File: config.mk
export PLATFORM = sky130hd
export DESIGN_NAME = median_interleave
export DESIGN_NICKNAME = d
export VERILOG_FILES = /design/src/rtl/medfilt_pkg.sv /design/src/rtl/mf_control.sv /design/src/rtl/mf_bitstage.sv /design/src/rtl/mf_datapath.sv /design/src/rtl/median_interleave.sv
export SDC_FILE = /design/constraint.sdc
export NUM_CORES = 2
export LEC_CHECK = 0
export ABC_CLOCK_PERIOD_IN_PS = 6700
export BUFFER_PORTS_ARGS = -buffer_cell sky130_fd_sc_hd__buf_2
export CAP_MARGIN = 30
export CORE_ASPECT_RATIO = 1.4
export CORE_UTILIZATION = 55
export CTS_CLUSTER_SIZE = 25
export DETAILED_ROUTE_END_ITERATION = 6
export PLACE_DENSITY_LB_ADDON = 0.05
export REMOVE_ABC_BUFFERS = 1
export SYNTH_ARGS = -nofsm -noshare
export SYNTH_HDL_FRONTEND = slang
export SYNTH_HIERARCHICAL = 1
export SYNTH_SLANG_ARGS = --single-unit
File: constraint.sdc
create_clock -name clk -period 6.7 [get_ports clk]
set_input_delay 0.67 -clock clk [delete_from_list [all_inputs] [get_ports clk]]
set_output_delay 0.67 -clock clk [all_outputs]
set_load 0.01 [all_outputs]
File: src/rtl/medfilt_pkg.sv
package medfilt_pkg;

  // Width of the stream index carried inside the control strobe bundle.
  // The datapath uses only the low bits it needs.
  localparam int unsigned TAG_BITS = 8;

  typedef struct packed {
    logic                shiftEn;  // accept the bus sample into the current stream
    logic                full;     // the current stream's window is full once this sample lands
    logic [TAG_BITS-1:0] slot;     // current stream index
  } ctrlStrobe_t;

endpackage

File: src/rtl/mf_control.sv
module mf_control
  import medfilt_pkg::*;
#(
  parameter int unsigned STREAMS = 3,
  parameter int unsigned WIN     = 25
) (
  input  logic        clk,
  input  logic        rstN,
  input  logic        sampleValid,
  output ctrlStrobe_t ctrl
);

  localparam int unsigned SLOT_W = (STREAMS > 1) ? $clog2(STREAMS) : 1;
  localparam int unsigned FILL_W = $clog2(WIN + 1);

  logic [SLOT_W-1:0] slot;
  logic [FILL_W-1:0] fillCount [STREAMS];

  always_ff @(posedge clk or negedge rstN) begin
    if (!rstN) begin
      slot <= '0;
      for (int s = 0; s < STREAMS; s++) fillCount[s] <= '0;
    end else if (sampleValid) begin
      slot <= (slot == SLOT_W'(STREAMS - 1)) ? '0 : slot + 1'b1;
      if (fillCount[slot] != FILL_W'(WIN)) fillCount[slot] <= fillCount[slot] + 1'b1;
    end
  end

  always_comb begin
    ctrl         = '0;
    ctrl.shiftEn = sampleValid;
    ctrl.full    = (fillCount[slot] >= FILL_W'(WIN - 1));
    ctrl.slot    = TAG_BITS'(slot);
  end

  // the rotation never leaves the legal stream range
  p_slot_range_r4: assert property (@(posedge clk) disable iff (!rstN)
    int'(slot) < STREAMS);

  // an idle cycle does not move the rotation
  p_slot_hold_r4: assert property (@(posedge clk) disable iff (!rstN)
    !sampleValid |=> $stable(slot));

  for (genvar g = 0; g < STREAMS; g++) begin : g_fillChk
    // the fill history saturates at one full window
    p_fill_cap_r5: assert property (@(posedge clk) disable iff (!rstN)
      int'(fillCount[g]) <= WIN);
    // only the stream's own samples move its fill history
    p_fill_own_r6: assert property (@(posedge clk) disable iff (!rstN)
      !(sampleValid && int'(slot) == g) |=> $stable(fillCount[g]));
  end

endmodule

File: src/rtl/mf_bitstage.sv
module mf_bitstage #(
  parameter int unsigned WIN    = 25,
  parameter int unsigned WIDTH  = 8,
  parameter int unsigned BITIDX = 7,
  parameter int unsigned TAG_W  = 2
) (
  input  logic                       clk,
  input  logic                       rstN,
  input  logic [WIN-1:0][WIDTH-1:0]  samIn,
  input  logic [WIDTH-1:0]           medIn,
  input  logic                       vIn,
  input  logic [TAG_W-1:0]           tagIn,
  output logic [WIN-1:0][WIDTH-1:0]  samOut,
  output logic [WIDTH-1:0]           medOut,
  output logic                       vOut,
  output logic [TAG_W-1:0]           tagOut
);

  localparam int unsigned CNT_W = $clog2(WIN + 1);
  localparam logic [WIDTH-1:0] KEEP = {WIDTH{1'b1}} << BITIDX;

  logic [CNT_W-1:0]          onesCount;
  logic                      medBit;
  logic [WIN-1:0][WIDTH-1:0] nextSam;
  logic [WIDTH-1:0]          nextMed;

  // Majority vote over this bit plane, then clamp every loser below this bit.
  always_comb begin
    onesCount = '0;
    for (int k = 0; k < WIN; k++) onesCount = onesCount + CNT_W'(samIn[k][BITIDX]);
    medBit          = (onesCount > CNT_W'(WIN / 2));
    nextMed         = medIn;
    nextMed[BITIDX] = medBit;
    for (int k = 0; k < WIN; k++) begin
      nextSam[k] = samIn[k];
      if (samIn[k][BITIDX] != medBit) begin
        for (int j = 0; j < WIDTH; j++) begin
          if (j < BITIDX) nextSam[k][j] = samIn[k][BITIDX];
        end
      end
    end
  end

  always_ff @(posedge clk or negedge rstN) begin
    if (!rstN) begin
      samOut <= '0;
      medOut <= '0;
      vOut   <= 1'b0;
      tagOut <= '0;
    end else begin
      samOut <= nextSam;
      medOut <= nextMed;
      vOut   <= vIn;
      tagOut <= tagIn;
    end
  end

  // Rank bookkeeping on the resolved upper bits, used only by the checks below.
  logic [CNT_W-1:0] belowCnt, aboveCnt;
  always_comb begin
    belowCnt = '0;
    aboveCnt = '0;
    for (int k = 0; k < WIN; k++) begin
      if ((samOut[k] & KEEP) < (medOut & KEEP)) belowCnt = belowCnt + CNT_W'(1);
      if ((samOut[k] & KEEP) > (medOut & KEEP)) aboveCnt = aboveCnt + CNT_W'(1);
    end
  end

  // no more than half the window may lie strictly below the resolved prefix
  p_rank_below_r2: assert property (@(posedge clk) disable iff (!rstN)
    vOut |-> int'(belowCnt) <= WIN / 2);

  // no more than half the window may lie strictly above the resolved prefix
  p_rank_above_r2: assert property (@(posedge clk) disable iff (!rstN)
    vOut |-> int'(aboveCnt) <= WIN / 2);

endmodule

File: src/rtl/mf_datapath.sv
module mf_datapath
  import medfilt_pkg::*;
#(
  parameter int unsigned STREAMS = 3,
  parameter int unsigned WIN     = 25,
  parameter int unsigned WIDTH   = 8,
  parameter int unsigned SLOT_W  = 2
) (
  input  logic              clk,
  input  logic              rstN,
  input  ctrlStrobe_t       ctrl,
  input  logic [WIDTH-1:0]  sampleIn,
  output logic [WIDTH-1:0]  medianOut,
  output logic              medianValid,
  output logic [SLOT_W-1:0] medianStream
);

  logic [WIN-1:0][WIDTH-1:0] winMem [STREAMS];
  logic [WIN-1:0][WIDTH-1:0] nextWin;
  logic [SLOT_W-1:0]         slotIdx;

  assign slotIdx = ctrl.slot[SLOT_W-1:0];

  // Newest sample enters at entry 0; the oldest entry of this stream falls off.
  always_comb nextWin = {winMem[slotIdx][WIN-2:0], sampleIn};

  always_ff @(posedge clk or negedge rstN) begin
    if (!rstN) begin
      for (int s = 0; s < STREAMS; s++) winMem[s] <= '0;
    end else if (ctrl.shiftEn) begin
      winMem[slotIdx] <= nextWin;
    end
  end

  // One pipeline stage per bit plane, most significant plane first.
  logic [WIN-1:0][WIDTH-1:0] stageSam [WIDTH+1];
  logic [WIDTH-1:0]          stageMed [WIDTH+1];
  logic                      stageVal [WIDTH+1];
  logic [SLOT_W-1:0]         stageTag [WIDTH+1];

  assign stageSam[0] = nextWin;
  assign stageMed[0] = '0;
  assign stageVal[0] = ctrl.shiftEn & ctrl.full;
  assign stageTag[0] = slotIdx;

  for (genvar i = 0; i < WIDTH; i++) begin : g_stage
    mf_bitstage #(
      .WIN   (WIN),
      .WIDTH (WIDTH),
      .BITIDX(WIDTH - 1 - i),
      .TAG_W (SLOT_W)
    ) uStage (
      .clk   (clk),
      .rstN  (rstN),
      .samIn (stageSam[i]),
      .medIn (stageMed[i]),
      .vIn   (stageVal[i]),
      .tagIn (stageTag[i]),
      .samOut(stageSam[i+1]),
      .medOut(stageMed[i+1]),
      .vOut  (stageVal[i+1]),
      .tagOut(stageTag[i+1])
    );
  end

  assign medianOut    = stageMed[WIDTH];
  assign medianValid  = stageVal[WIDTH];
  assign medianStream = stageTag[WIDTH];

  for (genvar g = 0; g < STREAMS; g++) begin : g_winChk
    // a window changes only on an accepted sample of its own stream
    p_window_isolated_r6: assert property (@(posedge clk) disable iff (!rstN)
      !(ctrl.shiftEn && int'(slotIdx) == g) |=> $stable(winMem[g]));
  end

  // a result always carries a legal stream index
  p_tag_range_r8: assert property (@(posedge clk) disable iff (!rstN)
    medianValid |-> int'(medianStream) < STREAMS);

endmodule

File: src/rtl/median_interleave.sv
module median_interleave
  import medfilt_pkg::*;
#(
  parameter int unsigned STREAMS = 3,
  parameter int unsigned WIN     = 25,
  parameter int unsigned WIDTH   = 8,
  parameter int unsigned SLOT_W  = (STREAMS > 1) ? $clog2(STREAMS) : 1
) (
  input  logic              clk,
  input  logic              rstN,
  input  logic [WIDTH-1:0]  sampleIn,
  input  logic              sampleValid,
  output logic [WIDTH-1:0]  medianOut,
  output logic              medianValid,
  output logic [SLOT_W-1:0] medianStream
);

  ctrlStrobe_t ctrl;

  mf_control #(
    .STREAMS(STREAMS),
    .WIN    (WIN)
  ) uCtrl (
    .clk        (clk),
    .rstN       (rstN),
    .sampleValid(sampleValid),
    .ctrl       (ctrl)
  );

  mf_datapath #(
    .STREAMS(STREAMS),
    .WIN    (WIN),
    .WIDTH  (WIDTH),
    .SLOT_W (SLOT_W)
  ) uData (
    .clk         (clk),
    .rstN        (rstN),
    .ctrl        (ctrl),
    .sampleIn    (sampleIn),
    .medianOut   (medianOut),
    .medianValid (medianValid),
    .medianStream(medianStream)
  );

  // no result can leave the array while reset is held
  p_quiet_in_reset_r1: assert property (@(posedge clk)
    !rstN |-> !medianValid);

endmodule

* Word-level counts from Yosys, hierarchy flattened
Index checks and enable logic that the tools add are counted.
Word-level totals: flip-flop bits (word level) 1377, input bits 11, output and inout bits 11, logic and storage cells 852
Operators by class: add/sub/neg operators 194, magnitude comparators 11, eq/ne operators 177, muxes and demuxes 188, bitwise gates (word level) 2, reductions and logical operators 2
Operators by type and width (count):
- 5-bit by 1-bit adder with 5-bit output | 160
- 600-bit bitwise mux | 1
- 200-bit binary-select mux with 2-bit select | 1
- 200-bit demux with 2-bit select | 1
- 192-bit two-way mux | 2
- 200-bit two-way mux | 1
- 7-bit two-way mux | 25
- 1-bit != test | 175
- 6-bit two-way mux | 25
- 5-bit two-way mux | 28
- 4-bit two-way mux | 25
- 3-bit two-way mux | 25
- 2-bit two-way mux | 26
- 4-bit by 1-bit adder with 5-bit output | 8
- 5-bit by 4-bit > comparator with 1-bit output (second input constant) | 8
- 3-bit by 1-bit adder with 4-bit output | 8
- 1-bit two-way mux | 25
- 2-bit by 1-bit adder with 3-bit output | 8
- 1-bit by 1-bit adder with 2-bit output | 8
- 15-bit bitwise mux | 1
- 5-bit binary-select mux with 2-bit select | 1
- 5-bit demux with 2-bit select | 1
- 5-bit by 1-bit adder with 5-bit output (second input constant) | 1
- 5-bit greater-or-equal comparator (second input constant) | 1
- 9 further kinds | 9

* Longest topological paths before layout
word-level depth 31, mapped depth 22, gate-level depth less buffers 17

* Cells and area by module
The synthesis kept the hierarchy.
By module, submodules not included:
- mf_datapath | times used 1, cells each 1670, area an instance 25295.5 um2, sequential area each 14413.8 um2
- mf_bitstage at uData.g_stage[0].uStage | times used 1, cells each 502, area an instance 7913.8 um2, sequential area each 5280.1 um2
- mf_bitstage at uData.g_stage[1].uStage | times used 1, cells each 465, area an instance 7602.3 um2, sequential area each 5280.1 um2
- mf_bitstage at uData.g_stage[2].uStage | times used 1, cells each 421, area an instance 7267.0 um2, sequential area each 5280.1 um2
- mf_bitstage at uData.g_stage[3].uStage | times used 1, cells each 394, area an instance 7046.8 um2, sequential area each 5280.1 um2
- mf_bitstage at uData.g_stage[4].uStage | times used 1, cells each 368, area an instance 6805.3 um2, sequential area each 5280.1 um2
- mf_bitstage at uData.g_stage[5].uStage | times used 1, cells each 341, area an instance 6563.8 um2, sequential area each 5280.1 um2
- mf_bitstage at uData.g_stage[6].uStage | times used 1, cells each 313, area an instance 6242.2 um2, sequential area each 5280.1 um2
- mf_bitstage at uData.g_stage[7].uStage | times used 1, cells each 283, area an instance 5935.7 um2, sequential area each 5280.1 um2
- mf_control | times used 1, cells each 78, area an instance 969.7 um2, sequential area each 425.4 um2

* Worst setup path after synthesis
OpenSTA, ideal clock, no wires.
kind reg2reg, start point reg uCtrl.slot[0], end point reg uData/g_stage[0].uStage/samOut[184] (netlist bit), library setup time 0.067 ns, arrival 6.164 ns, required time 6.633 ns, path slack 0.469 ns, cell stages (with the launch flop) 23, path buffers 6, clock period less this slack 6.231 ns, path through dfrtp_1 -> buf_2 -> nor2b_1 -> buf_2 -> clkbuf_1 -> o2bb2ai_1 -> clkbuf_1 -> inv_1 -> fa_1 -> fa_1 -> inv_1 -> fa_1 -> fa_1 -> inv_1 -> fa_1 -> inv_1 -> ha_1 -> and3_1 -> or3_1 -> a311oi_2 -> buf_2 -> buf_4 -> maj3_1
RTL lines:
- start, declared | line mf_control.sv:16 | logic [SLOT_W-1:0] slot;
- start signal, assigned | line mf_control.sv:24 | slot <= (slot == SLOT_W'(STREAMS - 1)) ? '0 : slot + 1'b1;
- end signal, assigned | line mf_bitstage.sv:51 | samOut <= nextSam;
- end, declared | line mf_bitstage.sv:13 | output logic [WIN-1:0][WIDTH-1:0] samOut,

==> impl_metrics.json <==
{
  "status": "complete, no violations",
  "synth.avg_cell_area_um2": 15.0,
  "worst_setup_path_end_kind": "flip-flop",
  "finalHoldViolCount": 0,
  "cts-root-buf": "clkbuf_16",
  "vias_per_cell": 5.58,
  "finalCriticalPeriod_ps": 6410,
  "min_path_type": "in -> reg",
  "drt.antenna.violating_nets": 0,
  "drt-total-wl_mm": 122,
  "cp_data_required_time_ps": 7370,
  "rr_endpoint": "uData/g_stage[0].uStage/samOut[105]",
  "fin_worst_skew_ps": 19.6,
  "grt_pass1_wl_mm": 195,
  "cts_made_buffers": 133,
  "finalMaxSlewViolations": 0,
  "critPathKind": "reg -> reg",
  "cts_buffer_depth": 3,
  "rsz0062_at_grt": "false",
  "whs_path_depth": 2,
  "clkSinkCount": 1353,
  "die_h_um": 387,
  "die_w_um": 277,
  "dp_hpwl_mm": 83.6,
  "fmax_mhz": 156,
  "fin_tns_setup_ps": 0,
  "path_max_fanout": 52,
  "core_mm2": 0.105,
  "drc_errors": 0,
  "cts_tree": "done",
  "start_util_pct": 55.4,
  "startpoint": "uCtrl/slot[1]",
  "r2r_cells": 18,
  "finalSetupViolations": 0,
  "slew-limit-headroom_pct": 21.3,
  "grt_usage_pct": 23.7,
  "cp-start-kind": "flip-flop",
  "yosysWarnings": 6,
  "period_share_pct": 95.7,
  "rows": 141,
  "nets": 4096,
  "worstReg2RegStart": "uCtrl/slot[1]",
  "r2r_setup_slack_ps": 290,
  "antenna_found_initial": 1,
  "grt-ovfl-total": 0,
  "syn_inst": 3899,
  "num_vias": 29800,
  "htreeDepth": 4,
  "syn_to_final_growth_pct": 9.90,
  "wire_per_inst_um": 22.9,
  "io_pins": 22,
  "firstDrtPassIters": 5,
  "drtIter0Drc": 1578,
  "clk-insertion-delay-late_ps": 740,
  "antenna-diode-count": 0,
  "die_area_mm2": 0.107,
  "cap_violations": 0,
  "place.gp.congestion": 0.825,
  "port_buffers": 21,
  "clk_pin_slew_ps": 60,
  "worst_pin_slew_ps": 1180,
  "synth_area_mm2": 0.0584,
  "cp.arrival_ps": 7080,
  "drive_gt1_share_pct": 25.6,
  "grt_pass1_vias": 32700,
  "setup.worst_path.end": "uData/g_stage[0].uStage/samOut[105]",
  "grt_max_degree": 204
}
[state kept, by name, indices dropped and copies added (netlist names)]
signal,cells
uData/g_stage.uStage/samOut,700
uData/winMem,576
uData/g_stage.uStage/medOut,36
uData/g_stage.uStage/tagOut,16
uCtrl/fillCount,15
uData/g_stage.uStage/vOut,8
uCtrl/slot,2
[final cells by class]
type | count | area [um^2]
flip-flops and latches | 1353 | 33900
multi-input cells | 1986 | 21900
repair buffers | 95 | 963
well taps | 1358 | 1700
fillers | 8049 | 41200
clock inverters | 43 | 572
inverters | 313 | 1170
clock buffers | 197 | 3980
[worst min-delay path by stage]
stage	end	slack [ps]	startpoint
2_1_floorplan	uData/g_stage[1].uStage/medOut[7]	330	uData/g_stage[0].uStage/medOut[7]
3_3_place_gp	uData/g_stage[6].uStage/medOut[3]	330	uData/g_stage[5].uStage/medOut[3]
3_5_place_dp	uData/g_stage[2].uStage/tagOut[0]	330	uData/g_stage[1].uStage/tagOut[0]
4_1_cts	uData/winMem[6]	210	sampleIn[6]
5_1_grt	uData/winMem[6]	220	sampleIn[6]
6_report	uData/winMem[6]	250	sampleIn[6]
[placed cells by master (no fill, tap or decap), types with 4 or more instances in the layout]
master,count
maj3_1,593
maj3_2,107
buf_2,20
o21ai_0,13
ha_1,59
clkbuf_16,139
o21a_1,4
bufinv_16,11
o2bb2ai_1,193
mux2i_1,194
xnor2_1,4
a21o_1,4
nor2b_1,7
nor2_1,4
clkinvlp_4,4
clkinv_2,16
inv_1,313
buf_4,51
buf_12,20
or3_1,4
nand3_1,7
a311oi_4,4
xor2_1,6
dfrtp_1,1351
fa_1,144
a21oi_1,12
and3_1,7
clkbuf_8,28
inv_6,8
clkbuf_1,30
mux2_2,593
[metrics by stage]
step	hold WS, ps	util, %	cell area [um^2]	instances	setup WS, ps
2_1_floorplan	331	-	56800	3652	-24130
3_3_place_gp	332	56.5	59500	5100	625
3_5_place_dp	335	56.5	59500	5102	287
4_1_cts	210	60.9	64100	5343	276
5_1_grt	218	60.9	64100	5345	13.3
6_report	255	60.9	64100	5345	289
[critical path: stages, from the launching register on]
cell and delay, ps:
dfrtp_4 600, nor2b_4 260, buf_4 290, buf_4 670, o2bb2ai_1 460, inv_1 180
fa_1 610, fa_1 450, fa_1 470, inv_1 100, ha_1 180, inv_1 60
fa_1 400, xor2_1 200, a21oi_1 120, a311oi_4 350, buf_12 310, buf_4 340
maj3_1 250
[metal layers]
metal,vias up,routed length [um],track usage [%],part of all wire (%)
met5,-,0,0,0
met4,0,2660,6.22,2.2
met3,176,3250,3.32,2.7
met2,352,63800,41.0,52
met1,15900,52700,31.2,43
li1,13500,-,-,-
[repair_timing]
item                                   4_1_cts  5_1_grt
resized for setup                            0        0
hold buffers                                 1        0
setup buffers                                0        0
endpoints found under the hold margin       81        0
setup endpoints to repair                    0        0
Power is not shown: default switching activity piles up to over one toggle a cycle in this logic, so the estimate is an artifact.
